**src/rtl/ptr_serial_port.sv**
```systemverilog
module ptr_serial_port #(
  parameter int          AW        = 8,
  parameter int          DW        = 8,
  parameter logic [AW-1:0] STAT_ADDR = 8'h80,
  parameter logic [AW-1:0] DATA_ADDR = 8'hC0,
  parameter logic [DW-1:0] ACK_CMD   = 8'h28,
  parameter logic [DW-1:0] SRC_PTR   = 8'h03,
  parameter int          TX_SRC_BIT  = 4,
  parameter int          RX_SRC_BIT  = 5,
  parameter int          ALIVE_BIT   = 2,
  parameter int          RX_STAT_BIT = 0
) (
  input  logic          clk,
  input  logic          rst_n,
  input  logic          acc_en,
  input  logic          acc_wr,
  input  logic [AW-1:0] acc_addr,
  input  logic [DW-1:0] acc_wdata,
  output logic [DW-1:0] acc_rdata,
  output logic          tx_valid,
  output logic [DW-1:0] tx_byte,
  input  logic          rx_valid,
  input  logic [DW-1:0] rx_byte,
  input  logic          rx_last,
  output logic          rx_pop,
  output logic          irq,
  output logic          err
);

  logic [DW-1:0] ptr;
  logic          tx_pend, rx_pend, rx_seen;

  wire st_hit   = acc_en && (acc_addr == STAT_ADDR);
  wire dt_hit   = acc_en && (acc_addr == DATA_ADDR);
  wire st_wr    = st_hit && acc_wr;
  wire st_rd    = st_hit && !acc_wr;
  wire dt_wr    = dt_hit && acc_wr;
  wire dt_rd    = dt_hit && !acc_wr;
  wire ack      = st_wr && (acc_wdata == ACK_CMD);
  wire src_rd   = st_rd && (ptr == SRC_PTR);
  wire pop_last = rx_pop && rx_last;
  wire rx_rise  = rx_valid && !rx_seen;

  assign rx_pop   = dt_rd && rx_valid;
  assign tx_valid = dt_wr;
  assign tx_byte  = acc_wdata;
  assign irq      = tx_pend | rx_pend;

  always_comb begin
    acc_rdata = '0;
    if (src_rd) begin
      if (tx_pend)      acc_rdata[TX_SRC_BIT] = 1'b1;
      else if (rx_pend) acc_rdata[RX_SRC_BIT] = 1'b1;
    end else if (st_rd) begin
      acc_rdata[ALIVE_BIT]   = 1'b1;
      acc_rdata[RX_STAT_BIT] = rx_pend;
    end else if (rx_pop) begin
      acc_rdata = rx_byte;
    end
  end

  always_ff @(posedge clk) begin
    if (!rst_n) begin
      ptr     <= '0;
      tx_pend <= 1'b0;
      rx_pend <= 1'b0;
      rx_seen <= 1'b0;
      err     <= 1'b0;
    end else begin
      rx_seen <= rx_valid;
      err     <= (ack && !tx_pend) || (dt_rd && !rx_valid);
      if (st_wr)       ptr <= acc_wdata;
      else if (src_rd) ptr <= '0;
      if (dt_wr)    tx_pend <= 1'b1;
      else if (ack) tx_pend <= 1'b0;
      if (pop_last)     rx_pend <= 1'b0;
      else if (rx_rise) rx_pend <= 1'b1;
    end
  end

  a_r4_tx_sets: assert property (@(posedge clk) disable iff (!rst_n)
    dt_wr |=> irq);
  a_r5_ack_clears: assert property (@(posedge clk) disable iff (!rst_n)
    (ack && tx_pend) |=> !tx_pend);
  a_r6_bad_ack_err: assert property (@(posedge clk) disable iff (!rst_n)
    (ack && !tx_pend) |=> (err && $stable(rx_pend)));
  a_r9_empty_read_err: assert property (@(posedge clk) disable iff (!rst_n)
    (dt_rd && !rx_valid) |=> err);
  a_r3_ptr_rewinds: assert property (@(posedge clk) disable iff (!rst_n)
    src_rd |=> (ptr == '0));
  a_r7_rise_pends: assert property (@(posedge clk) disable iff (!rst_n)
    (rx_rise && !pop_last) |=> irq);
  a_r8_pop_needs_data: assert property (@(posedge clk) disable iff (!rst_n)
    rx_pop |-> rx_valid);
  a_r8_strobes_exclusive: assert property (@(posedge clk) disable iff (!rst_n)
    $onehot0({tx_valid, rx_pop}));

endmodule

```
**config.mk**
```make
export PLATFORM = sky130hd
export DESIGN_NAME = ptr_serial_port
export DESIGN_NICKNAME = d
export VERILOG_FILES = /design/src/rtl/ptr_serial_port.sv
export SDC_FILE = /design/constraint.sdc
export NUM_CORES = 1
export LEC_CHECK = 0
export BUFFER_PORTS_ARGS = -buffer_cell sky130_fd_sc_hd__buf_2
export CORE_AREA = 2 2 56 48
export DETAILED_ROUTE_END_ITERATION = 12
export DIE_AREA = 0 0 58 50
export GPL_ROUTABILITY_DRIVEN = 0
export PLACE_DENSITY = 0.83
export SKIP_LAST_GASP = 1
export SYNTH_ARGS = -nofsm -noshare
export SYNTH_HDL_FRONTEND = slang
export SYNTH_SLANG_ARGS = --single-unit
```
**constraint.sdc**
```tcl
create_clock -name clk -period 1.8 [get_ports clk]
set_input_delay 0.36 -clock clk [delete_from_list [all_inputs] [get_ports clk]]
set_output_delay 0.36 -clock clk [all_outputs]
set_load 0.03 [all_outputs]
```
; ---- Word-level counts from Yosys, hierarchy flattened
; Cells that the tools add are included.
[totals]
register_bits = 12
latchBits = 0
ram_bits = 0
mem_bits_ro = 0
in_bits = 30
out_inout_bits = 20
word_cells = 47
mem_count = 0
[classes]
addsub = 0
mul = 0
div_mod_pow = 0
magnitude_cmp = 0
n_eq_ne = 4
n_shift = 0
n_mux = 15
bitwise = 2
n_reduce_logical = 21
[ops]
columns = op, n
row1 = 8-bit 2-to-1 mux, 3
row2 = 8-bit equality test (second input constant), 2
row3 = 1-bit logical AND, 13
row4 = 8-bit by 2-bit equality test with 1-bit output (second input constant), 1
row5 = 8-bit by 6-bit equality test with 1-bit output (second input constant), 1
row6 = 1-bit 2-to-1 mux, 8
row7 = 5-bit 2-to-1 mux, 1
row8 = 1-bit logical NOT, 4
row9 = 2-bit 2-to-1 mux, 2
row10 = 4-bit 2-to-1 mux, 1
row11 = 2-bit nonzero test, 2
row12 = 2-bit OR reduction, 1
row13 = 1-bit logical OR, 1
row14 = 1-bit inverter, 1
row15 = 1-bit bitwise OR, 1

; ---- Longest topological paths before layout
[depth]
ltp_word = 7
depth_mapped = 5
mapped_depth_nobuf = 3

; ---- Worst setup path before layout
; OpenSTA, ideal clock, no wires.
[synth_timing]
path_type = in2out
startpoint = input port acc_addr[1]
endpoint = output port acc_rdata[0]
arrival_ns = 1.905
required_time_ns = 1.440
setup_slack_ns = -0.465
cell_stages = 4
path_buffers = 1
cell_sequence = or4_4 buf_6 nor3_4 a32o_1
[synth_between]
elab_chain_len = 7
word_cells_on_any_way = 11
cone_classes = eq/ne (2) / mux (3) / reduce/logical (6)
[synth_lines]
columns = element, line
row1 = "start, declared", 17  ; input logic [AW-1:0] acc_addr,
row2 = 8-bit equality test, 34  ; wire dt_hit = acc_en && (acc_addr == DATA_ADDR);
row3 = 1-bit logical AND, 34
row4 = 1-bit logical AND, 38  ; wire dt_rd = dt_hit && !acc_wr;
row5 = 1-bit logical AND, 44  ; assign rx_pop = dt_rd && rx_valid;
row6 = via rx_pop, 25  ; output logic rx_pop,
row7 = 8-bit 2-to-1 mux, 57  ; end else if (rx_pop) begin
row8 = 1-bit 2-to-1 mux, 54  ; end else if (st_rd) begin
row9 = 4-bit 2-to-1 mux, 51  ; if (src_rd) begin
row10 = "end, declared", 19  ; output logic [DW-1:0] acc_rdata,
; The timed path passes the listed nets, and every way through them passes these cells.

; ---- Worst setup path after layout
[layout_timing]
startpoint = register ptr[6]
endpoint = output port acc_rdata[0]
[layout_between]
elab_chain_len = 3
[layout_lines]
columns = element, line
row1 = "start, declared", 30  ; logic [DW-1:0] ptr;
row2 = "start signal, assigned", 72  ; if (st_wr) ptr <= acc_wdata;
row3 = 8-bit by 2-bit equality test with 1-bit output, 40  ; wire src_rd = st_rd && (ptr == SRC_PTR);
row4 = 1-bit logical AND, 40
row5 = 4-bit 2-to-1 mux, 51
; Every way passes these cells.

==> metrics.cfg <==
[logic_synthesis]
synth_top_area_share_pct=27.9
yosys_warnings=0
yosysMostFrequentCell=dfxtp_1
netlist_top_cells_area=dfxtp_1, buf_4, nand3b_1
yosysTopAreaCell=dfxtp_1
syn-num-nets=129
synth_cell_types=40
netlist_area_um2=862
synth_commonest_cells=dfxtp_1, nand2_1, buf_4
ys_seq_area_share_pct=27.9
synthCells=99
synthArstFlopShare_pct=0
syn_area_per_cell_um2=8.71
ys_ff_latch=12
synth_edf_count=0
synthFlopType=dfxtp_1

[setup_path]
cp.required_ns=1.44
start_kind=flip-flop
critical_path.endpoint_type=output pin
path_class=flip-flop to output pin
path_cells=or4_4 -> or2_1 -> a32o_2 -> buf_6
cp_slowest_cell=or4_4
path_delay_family=simple AND/OR/NAND/NOR gates
reg2regPathDepth=4
worst-path-buf-inv=1
crit_fanout=2
worst_ep_arrival_time_ns=1.80
max_stage_delay_ns=0.54
path_depth=4

[power]
p_leak_nw=0.635
internal_power_mw=0.461
vdd_drop_max_uv=358
p_comb_share_pct=23.1
power.sequential.fraction_pct=43.6
p_clk_share_pct=33.3
switching_power_mw=0.199
swShare_pct=30.1
p_per_area_nw_per_um2=480

[grt]
grtUsageTotal_pct=21.1
grt_antenna_before_repair=0
met2_usage_pct=36.4
gr-usage-met3_pct=7.09
grtUsageMet1_pct=24.6
grt_overflow=0
grt_pass1_vias=1007
grt_pass1_wl_um=4600
grt_start_max_net_pins=29
top_usage_layer=met2

[floorplanning]
die_height_um=50
rows=16
dieWidth_um=58
start_util_pct=37.1
dieArea_um2=2900
fp.coreArea_um2=2320
pin_count=50

[hold_path]
hold_path_depth=2
hp-class=input pin to flip-flop

[outcome]
violations=negative setup slack
outcome=finished, violations left

[cts]
path_clk_slew_ns=0.08
clk_latency_ns=0.28
h-tree-depth=1
root_buffer=clkbuf_4
cts_sinks=12
cts_tree=done
cts_buffer_depth=2
cts_made_buffers=3

[final_layout]
num_antenna_cells=0
nets=188
syn2layout_area_growth_pct=59.4
drive_above_1_share_pct=64.3
final_cell_area_um2=1370
fin_util_pct=59.2

[timing]
relSlewSlack_pct=71.4
slew_viol_final=0
finalHoldViolCount=0
period_needed_ns=2.16
worst_pin_slew_ns=0.429
rsz0062_at_grt=yes
hold_ws_ns=0.254
fin_skew_ns=0.00703
period_share_pct=120
finalSetupViolations=11
worst_slack_ns=-0.355
fmax_ghz=0.464

[routing]
routed_wl_um=2980
vias=1059
drt_iter0_markers=36
drc=0
postRouteAntennaNets=0
drt_pass1_iterations=4
wl_per_cell_um=16.2
routed_via_density=5.76

[placed_design]
placed_cell_area_um2=1180
place_hpwl_um=2060
port_buffers=49
place_ws_ns=-0.293

[job]
maxCapViolCount=0

## cell usage in the layout (no fill, tap or decap), drive strengths merged, types with 2 or more instances in the layout
cell,synthesis,routed
buf,10,69
or4b,2,2
and2,5,5
mux2i,2,2
a31o,4,4
o311ai,2,2
a32o,3,3
nand3b,6,6
or2,2,2
nand2,11,11
clkbuf,5,4
nor3,3,3
dfxtp,12,12
o2111ai,2,2
nand3,3,3
or4,4,4
and3,2,2
nor2,2,2
o41ai,5,5
## layout make-up
cell class	count	area, um^2
repair buffers	69	484
multi-input cells	71	572
well taps	27	33.8
flip-flops and latches	12	244
inverters	1	3.75
clock buffers	4	36.3
fillers	193	948
## per-layer routing
| layer | share of wire, % | up-vias |
|---|---|---|
| li1 | - | 495 |
| met1 | 36 | 507 |
| met2 | 55 | 51 |
| met3 | 7.1 | 6 |
| met4 | 1.5 | 0 |
| met5 | 0 | - |
## worst paths after layout
check        slack (ns)  startpoint            to
max               -0.36      ptr[6]  acc_rdata[0]
min                0.25     rx_last       rx_pend
max reg2reg        0.34      ptr[1]        ptr[1]
min reg2reg        0.48      ptr[6]        ptr[6]
## state kept, by name, indices dropped and copies added, names as in the netlist
signal / cells
err: 1
ptr: 8
rx_pend: 1
rx_seen: 1
tx_pend: 1
## cells by family (layout without fill, tap and decap cells)
family | count (synthesis) | count (layout) | synth area share, %
AOI/OAI and AO/OA | 22 | 22 | 21.6
muxes | 2 | 2 | 2.32
and+or+nand+nor | 47 | 47 | 36.9
DFF | 12 | 12 | 27.9
buffers and inverters | 16 | 74 | 11.3
## metrics by stage
step | TNS, ns | cells | power (mW)
floorplan | -2.87 | 99 | 0.380
global route | -2.57 | 184 | 0.699
global placement | -3.01 | 176 | 0.430
finish | -2.22 | 184 | 0.659
detailed placement | -3.64 | 176 | 0.435
CTS | -2.47 | 183 | 0.661
## repair_timing
action                     CTS  global route
gates resized for setup     33             9
pin swaps                   10             4
gates cloned                 1             1
hold buffers                 0             0
setup endpoints to repair   10            12
buffers inserted             2             0
## power groups by stage
| stage | sequential (mW) | combinational [mW] | clock (mW) |
|---|---|---|---|
| after floorplan | 0.287 | 0.0923 | 0 |
| after global routing | 0.289 | 0.164 | 0.246 |
| after detailed placement | 0.291 | 0.143 | 0 |
| after CTS | 0.286 | 0.149 | 0.226 |
| final | 0.287 | 0.152 | 0.220 |
| after global placement | 0.291 | 0.139 | 0 |
Power figures use the tool's default switching activity.
